## config.mk

```make
export PLATFORM = sky130hd
export DESIGN_NAME = hbayer_dpc
export DESIGN_NICKNAME = d
export VERILOG_FILES = /design/src/rtl/hbdpc_pkg.sv /design/src/rtl/hbdpc_stage.sv /design/src/rtl/hbdpc_judge.sv /design/src/rtl/hbayer_dpc.sv
export SDC_FILE = /design/constraint.sdc
export NUM_CORES = 1
export LEC_CHECK = 0
export CAP_MARGIN = 20
export CELL_PAD_IN_SITES_DETAIL_PLACEMENT = 0
export CELL_PAD_IN_SITES_GLOBAL_PLACEMENT = 1
export CORE_MARGIN = 2
export CORE_UTILIZATION = 50
export DETAILED_ROUTE_END_ITERATION = 10
export GPL_TIMING_DRIVEN = 0
export PLACE_DENSITY = 0.89
export SYNTH_ARGS = -nofsm -noshare
export SYNTH_HDL_FRONTEND = slang
export SYNTH_SLANG_ARGS = --single-unit
export TNS_END_PERCENT = 5
```

## constraint.sdc

```tcl
create_clock -name clk_i -period 6.4 [get_ports clk_i]
set_input_delay 1.28 -clock clk_i [delete_from_list [all_inputs] [get_ports clk_i]]
set_output_delay 1.28 -clock clk_i [all_outputs]
set_load 0.1 [all_outputs]
```

## src/rtl/hbdpc_pkg.sv

```systemverilog
package hbdpc_pkg;
  typedef enum logic [1:0] {
    DEC_KEEP = 2'd0,
    DEC_HIGH = 2'd1,
    DEC_LOW  = 2'd2
  } dpc_dec_e;
endpackage

```

## src/rtl/hbdpc_stage.sv

```systemverilog
module hbdpc_stage #(
  parameter int unsigned WIDTH = 10
) (
  input  logic             clk_i,
  input  logic             rst_ni,
  input  logic             adv_i,
  input  logic [WIDTH-1:0] d_i,
  output logic [WIDTH-1:0] q_o
);
  always_ff @(posedge clk_i or negedge rst_ni) begin
    if (!rst_ni)    q_o <= '0;
    else if (adv_i) q_o <= d_i;
  end
endmodule

```

## src/rtl/hbdpc_judge.sv

```systemverilog
module hbdpc_judge
  import hbdpc_pkg::*;
#(
  parameter int unsigned PIX_W = 10,
  parameter int unsigned THR_W = 7
) (
  input  logic             en_i,
  input  logic             edge_i,
  input  logic [PIX_W-1:0] cen_i,
  input  logic [PIX_W-1:0] lft_i,
  input  logic [PIX_W-1:0] rgt_i,
  input  logic [THR_W-1:0] thr_i,
  output dpc_dec_e         dec_o,
  output logic [PIX_W-1:0] avg_o
);
  localparam int unsigned EXT_W = PIX_W + 1;

  logic [EXT_W-1:0] cen_x, lft_x, rgt_x, thr_x, sum_x;
  logic             above, below;

  assign cen_x = {1'b0, cen_i};
  assign lft_x = {1'b0, lft_i};
  assign rgt_x = {1'b0, rgt_i};
  assign thr_x = {{(EXT_W-THR_W){1'b0}}, thr_i};
  assign sum_x = lft_x + rgt_x;
  assign avg_o = sum_x[EXT_W-1:1];

  // strict compare: equal to threshold is not an outlier
  assign above = (cen_x > lft_x + thr_x) && (cen_x > rgt_x + thr_x);
  assign below = (cen_x + thr_x < lft_x) && (cen_x + thr_x < rgt_x);

  always_comb begin
    dec_o = DEC_KEEP;
    if (en_i && !edge_i) begin
      if (above)      dec_o = DEC_HIGH;
      else if (below) dec_o = DEC_LOW;
    end
  end
endmodule

```

## src/rtl/hbayer_dpc.sv

```systemverilog
module hbayer_dpc
  import hbdpc_pkg::*;
#(
  parameter int unsigned PIX_W = 10,
  parameter int unsigned THR_W = 7
) (
  input  logic             clk_i,
  input  logic             rst_ni,
  input  logic             en_i,
  input  logic [THR_W-1:0] thr_i,
  input  logic             valid_i,
  input  logic             sol_i,
  input  logic             eol_i,
  input  logic [PIX_W-1:0] pix_i,
  output logic             valid_o,
  output logic             sol_o,
  output logic             eol_o,
  output logic [PIX_W-1:0] pix_o
);
  localparam int unsigned REACH  = 2;            // same-colour spacing
  localparam int unsigned PIX_N  = 2 * REACH;    // pixel taps: k+1 .. k-2
  localparam int unsigned CTL_N  = REACH + 1;    // flag taps:  k+1 .. k-1
  localparam int unsigned CTL_W  = 3;
  localparam int unsigned B_V    = 2;
  localparam int unsigned B_S    = 1;
  localparam int unsigned B_E    = 0;

  logic [PIX_W-1:0] pix_tap [PIX_N+1];
  logic [CTL_W-1:0] ctl_tap [CTL_N+1];

  assign pix_tap[0] = pix_i;
  assign ctl_tap[0] = {1'b1, sol_i, eol_i};

  for (genvar g = 0; g < PIX_N; g++) begin : g_pix
    hbdpc_stage #(.WIDTH(PIX_W)) i_stage (
      .clk_i (clk_i),
      .rst_ni(rst_ni),
      .adv_i (valid_i),
      .d_i   (pix_tap[g]),
      .q_o   (pix_tap[g+1])
    );
  end

  for (genvar g = 0; g < CTL_N; g++) begin : g_ctl
    hbdpc_stage #(.WIDTH(CTL_W)) i_stage (
      .clk_i (clk_i),
      .rst_ni(rst_ni),
      .adv_i (valid_i),
      .d_i   (ctl_tap[g]),
      .q_o   (ctl_tap[g+1])
    );
  end

  logic [CTL_W-1:0] nxt, ctr, prv;
  logic             left_ok, right_ok;
  dpc_dec_e         dec;
  logic [PIX_W-1:0] avg, fixed;

  assign nxt = ctl_tap[REACH-1];
  assign ctr = ctl_tap[REACH];
  assign prv = ctl_tap[REACH+1];

  // a line break between k-2 and k, or between k and k+2, disables correction
  assign left_ok  = prv[B_V] & ~prv[B_S] & ~prv[B_E] & ~ctr[B_S];
  assign right_ok = ~ctr[B_E] & ~nxt[B_E];

  hbdpc_judge #(.PIX_W(PIX_W), .THR_W(THR_W)) i_judge (
    .en_i  (en_i),
    .edge_i(~(left_ok & right_ok)),
    .cen_i (pix_tap[REACH]),
    .lft_i (pix_tap[PIX_N]),
    .rgt_i (pix_i),
    .thr_i (thr_i),
    .dec_o (dec),
    .avg_o (avg)
  );

  assign fixed = (dec != DEC_KEEP) ? avg : pix_tap[REACH];

  always_ff @(posedge clk_i or negedge rst_ni) begin
    if (!rst_ni) begin
      valid_o <= 1'b0;
      sol_o   <= 1'b0;
      eol_o   <= 1'b0;
      pix_o   <= '0;
    end else begin
      valid_o <= valid_i & ctr[B_V];
      sol_o   <= valid_i & ctr[B_V] & ctr[B_S];
      eol_o   <= valid_i & ctr[B_V] & ctr[B_E];
      if (valid_i) pix_o <= fixed;
    end
  end
endmodule

```

# Word level (Yosys, flattened, before mapping)
# Index checks and enable logic that the tools add are counted.
dict set report word_totals {
  reg_bits 62
  latch_bits 0
  ramBits 0
  romBits 0
  memories 0
}
dict set report classes {
  add_sub_neg 4
  mul 0
  div 0
  magnitude_cmp 4
  n_eq_ne 0
  shifts 0
  n_mux 4
  bitwise 13
  n_reduce_logical 4
}
# cell count
set ops {}
lappend ops {{$add 10x7->11} 3}
lappend ops {{$gt 10x11->1} 2}
lappend ops {{$lt 11x10->1} 2}
lappend ops {{$add 10x10->11} 1}
lappend ops {{$mux 10} 1}
lappend ops {{$and 1x1->1} 8}
lappend ops {{$mux 2} 3}
lappend ops {{$not 1->1} 5}
lappend ops {{$logic_and 1x1->1} 3}
lappend ops {{$reduce_bool 2->1} 1}

# Depth between registers and ports, before layout
dict set report logic_depth {
  word_depth 9
  mapped_depth 18
}

# Hierarchy
# From an unflattened synthesis, not the netlist that was laid out.
dict set report unflattened {
  cells_unflattened 454
  area_unflattened_um2 4859.7
}
# mod n_inst cells_each area_per_inst_um2 seq_area_each_um2
set modules_own_cells {}
lappend modules_own_cells {hbdpc_judge 1 287 2254.7 0.0}
lappend modules_own_cells {{hbdpc_stage (g_pix[0].i_stage ...)} 4 21 411.6 250.2}
lappend modules_own_cells {hbayer_dpc 1 65 631.9 325.3}
lappend modules_own_cells {{hbdpc_stage (g_ctl[0].i_stage ...)} 3 6 108.9 75.1}

# Worst setup path before layout
# No wires, ideal clock.
dict set report synth_timing {
  kind {input-to-reg}
  startpoint {input port thr_i[0]}
  endpoint {register pix_o[9]}
  setup_ns 0.143
  arrival_ns 4.373
  t_required_ns 6.257
  setup_slack_ns 1.883
  path_stages 15
  cell_sequence {ha_1 > fa_1 > a21oi_1 > o21ai_0 > o21a_1 > o21a_1 > or2_2 > ha_1 > nand4_1 > nor3_1 > or4_4 > nor3_2 > a21oi_2 > a2111oi_0 > a311oi_1}
}
dict set report synth_via {
  elab_chain_len 8
  elab_cells_between_ends 14
}
# element line
set synth_lines {}
lappend synth_lines {{start: declaration} hbayer_dpc.sv:10} ;# input logic [THR_W-1:0] thr_i,
lappend synth_lines {{$add 10x7->11} hbdpc_judge.sv:30} ;# assign below = (cen_x + thr_x < lft_x) && (cen_x + thr_x < rgt_x);
lappend synth_lines {{$lt 11x10->1} hbdpc_judge.sv:30}
lappend synth_lines {{$logic_and 1x1->1} hbdpc_judge.sv:30}
lappend synth_lines {{$mux 2} hbdpc_judge.sv:36} ;# else if (below) dec_o = DEC_LOW;
lappend synth_lines {{$mux 2 (*)} hbdpc_judge.sv:35} ;# if (above) dec_o = DEC_HIGH;
lappend synth_lines {{$mux 2 (*)} hbdpc_judge.sv:34} ;# if (en_i && !edge_i) begin
lappend synth_lines {{$reduce_bool 2->1 (*)} hbayer_dpc.sv:78} ;# assign fixed = (dec != DEC_KEEP) ? avg : pix_tap[REACH];
lappend synth_lines {{$mux 10 (*)} hbayer_dpc.sv:78}
lappend synth_lines {{end signal: assignment} hbayer_dpc.sv:90} ;# if (valid_i) pix_o <= fixed;
lappend synth_lines {{end: declaration} hbayer_dpc.sv:18} ;# output logic [PIX_W-1:0] pix_o
# Mark *: on every way between the ends. The rest lies on a longest branch, timed or not.
# A chain may end at the register's enable or synchronous reset.

# Final worst setup path
dict set report layout_timing {
  startpoint {input port pix_i[0]}
  endpoint {register pix_o[0]}
}
dict set report layout_via {
  elab_chain_len 7
  elab_cells_between_ends 11
}
# element line
set layout_lines {}
lappend layout_lines {{start: declaration} hbayer_dpc.sv:14} ;# input logic [PIX_W-1:0] pix_i,
lappend layout_lines {{$add 10x7->11 / $lt 11x10->1 (equally long branches)} {hbdpc_judge.sv:29, hbdpc_judge.sv:30}}
lappend layout_lines {{$gt 10x11->1 / $logic_and 1x1->1 (equally long branches)} {hbdpc_judge.sv:29, hbdpc_judge.sv:30}}
lappend layout_lines {{$logic_and 1x1->1 / $mux 2 (equally long branches)} {hbdpc_judge.sv:29, hbdpc_judge.sv:36}}
lappend layout_lines {{$mux 2} hbdpc_judge.sv:35}
lappend layout_lines {{$mux 2} hbdpc_judge.sv:34}
lappend layout_lines {{$reduce_bool 2->1} hbayer_dpc.sv:78}
lappend layout_lines {{$mux 10 (*)} hbayer_dpc.sv:78}
# Marks and branches as above.

==> metrics.md <==
| Metric | Value |
|---|---|
| Net Count, Synth | `~550` |
| Leakage power | `~0.0024 uW` |
| Max-slew headroom | `0.346` |
| GPL Wtd Cong | `roughly 0.89` |
| Final Hold Vio Count | `0` |
| CP arrival | `between 5000 and 6000 ps` |
| Postcts setup bufs | `0` |
| CTS tree | `done` |
| Max Cap Viol | `0` |
| CTS Root Cell | `clkbuf_8` |
| Initial antenna violation count | `0` |
| Vias | `3519` |
| Async set-reset flop share out of synthesis | `1.00` |
| Final Setup Violations | `0` |
| Outcome | `finished clean` |
| Register area share after synthesis | `0.344` |
| Largest net degree at the start of global routing | `43` |
| Critical Path End Type | `flop` |
| WP data required | `6660 ps` |
| DRT Wirelength | `10600 um` |
| Fin Hold WS | `~460 ps` |
| Yosys warns | `0` |
| First-pass GRT wire length | `roughly 18000 um` |
| Vias per cell | `approximately 5.8` |
| Routed Antenna Nets | `0` |
| Reg2reg setup slack | `2270 ps` |
| Clock share of power | `0.232` |
| Ant. Diodes | `0` |
| Setup crit end | `pix_o[0]` |
| CTS Sinks | `62` |
| Die H | `a little under 100 um` |
| Post-CTS sizing | `0` |
| Max incr delay on CP | `~530 ps` |
| Critical Path Fanout Max | `10` |
| GRT Util Overall | `0.232` |
| Initial DRC count | `approximately 130` |
| Min-Delay Path Class | `flop to flop` |
| Power Density | `291 nW/um2` |
| Synth area leaders | `dfrtp_1, ha_1, mux2_2, xnor2_1, a21oi_1` |
| RSZ-0062 raised after global routing | `false` |
| Initial Utilization | `0.517` |
| Fin crit share | `0.809` |
| Commonest cells in the synthesized netlist | `ha_1, dfrtp_1, mux2_2, a21oi_1, o21ai_0` |
| Setup CP Type | `primary input to flop` |
| Biggest area consumer among synthesized cells | `dfrtp_1` |
| DIE AREA | `between 9000 and 10000 um2` |
| Clock Skews | `7.56 ps` |
| Share of cells above drive strength 1 | `0.126` |
| Most common cell in the synthesized netlist | `ha_1` |
| Setup_tns | `0 ps` |
| DR pass1 iterations | `4` |
| WL/cell | `approximately 17 um` |
| NumNets Final | `approximately 590` |
| Clk slew on worst S/H paths | `70 ps` |
| Net Sw Frac | `0.397` |
| Combinational Power Share | `0.432` |
| Io pins | `36` |
| Reg area | `1550 um2` |
| Startpoint Class | `primary input` |
| Slew @ Worst Pin | `979 ps` |
| Max Fclk | `a little under 0.2 GHz` |
| CP startpoint | `pix_i[0]` |
| Synthesized area per cell | `10.0 um2` |
| Primary FF master, synth | `dfrtp_1` |
| Post-Syn Area | `between 4000 and 5000 um2` |
| Fill cell count | `735` |
| Post-synth top area share | `0.344` |
| Worst R2R End | `pix_o[0]` |
| CP cell instances | `clkdlybuf4s50_1 > ha_1 > fa_1 > a21oi_1 > o21ai_0 > o21a_1 > o21a_1 > o21ai_0 > xnor2_1 > ha_1 > nand4_1 > nor3_1 > or4_4 > nor3_2 > a21oi_2 > buf_6 > or2_0 > a31oi_1` |
| Row cnt | `34` |
| Sequential power share | `0.336` |
| Core ar. | `8720 um2` |
| Max Slew Vio Count | `0` |
| Peak supply drop | `around 220 uV` |
| Number of global-route vias before repair | `3649` |
| Number of distinct library cells after synthesis | `45` |
| Critical-path top delay cell | `clkdlybuf4s50_1` |
| CTS buffer count | `9` |
| Min Clock Period, post-route | `roughly 5200 ps` |
| Port buffer count | `34` |
| Hpwl dp | `8360 um` |
| Internal power | `around 910 uW` |
| Switching Power | `between 500 and 600 uW` |
| Clk_lat worst skew | `around 340 ps` |
| Htree depth | `3` |
| Area grow syn2layout | `15.4%` |
| Number of synthesized flops with an enable pin | `0` |
| Clock tree buffer depth | `2` |
| R2R Path Start | `g_pix[3].i_stage.q_o[0]` |
| Multi-input gate area | `about 2800 um2` |
| Gr ovfl total | `0` |
| Drt drc | `0` |
| Post-synthesis sequential element count | `62` |
| Cts hold-fix bufs | `0` |
| Die Span X | `around 99 um` |
| Syn Inst Count | `450` |
| Reg2Reg Depth | `15` |
[how the worst min path moves through the flow]
stage	start	end	slack (ps)	cells after the start
floorplan	g_ctl[0].i_stage.q_o[2]	g_ctl[0].i_stage.q_o[2]	430	1
global placement	g_ctl[0].i_stage.q_o[2]	g_ctl[0].i_stage.q_o[2]	440	1
detailed placement	g_ctl[0].i_stage.q_o[2]	g_ctl[0].i_stage.q_o[2]	440	1
CTS	g_ctl[0].i_stage.q_o[2]	g_ctl[0].i_stage.q_o[2]	460	1
global route	g_ctl[0].i_stage.q_o[2]	g_ctl[0].i_stage.q_o[2]	490	1
finish	g_ctl[0].i_stage.q_o[2]	g_ctl[0].i_stage.q_o[2]	460	1
[kinds of logic after synthesis]
family	after synthesis	share of synthesized area
compound gates	107	0.145
buf+inv	38	0.0333
simple gates	100	0.111
fa+ha+maj	72	0.207
flops	62	0.344
mux	43	0.106
xor+xnor	28	0.0544
[flip-flops by register name, summed over array words and instances (netlist names)]
name and flops:
eol_o 1, g_ctl.i_stage.q_o 9, g_pix.i_stage.q_o 40, pix_o 10
sol_o 1, valid_o 1
[through the flow]
step                total power (uW)  cells  setup WS, ps  cell area [um2]   util
finish                          1510    609          1220             5200  0.596
global route                    1620    609           796             5200  0.596
CTS                             1520    609          1230             5200  0.596
detailed placement              1170    593           882             5000  0.573
global placement                1140    592           916             4980  0.571
floorplan                        986    450          1880             4510      -
[worst max-delay path, delay by kind of cell]
family,cells,cell delay (ps)
buffers and inverters,2,710
AND/OR/NAND/NOR,5,1150
adder cells (fa/ha/maj),3,940
XOR/XNOR,1,150
AO/OA/AOI/OAI,7,1220
[power by group through the flow]
stage	Combinational, uW	Clock, uW	Sequential (uW)
after floorplan	412	0	574
after global placement	624	0	512
after detailed placement	652	0	514
after CTS	657	360	507
after global routing	730	376	516
final	654	351	508
[layout make-up]
class	instances	share of cell area
clock buffers	10	0.0265
inverters	28	0.0202
plain buffers	10	0.00866
repair buffers	35	0.0683
multi-input cells	350	0.539
clock inverters	6	0.0130
flip-flops and latches	62	0.298
well taps	108	0.0260
[routing by layer]
layer | global-route usage | routed length [um] | vias to the layer above
met5 | 0 | 0 | -
met4 | 0.0738 | 160 | 0
met2 | 0.369 | 4870 | 77
met1 | 0.330 | 5220 | 1714
li1 | - | - | 1716
met3 | 0.0298 | 405 | 12
[placed cells by master (no fill, tap or decap), drive strengths merged, types with 3 or more instances in the layout]
cell type	Yosys	routed
inv	28	30
ha	68	68
nor2b	7	7
nand3	11	11
o211ai	3	3
nand4	4	4
and3	4	4
fa	4	4
buf	4	6
or2	4	4
nor2	20	20
o21bai	6	6
dfrtp	62	62
nand2	29	29
o2111ai	5	5
xor2	7	7
o21ai	30	30
a211oi	5	5
a31oi	3	3
xnor2	21	21
o21a	4	4
a21o	10	10
a21oi	35	35
mux2	36	36
clkdlybuf4s50	0	33
mux2i	7	7
nor3	11	11
clkbuf	6	16
Power figures use the tool's default switching activity.
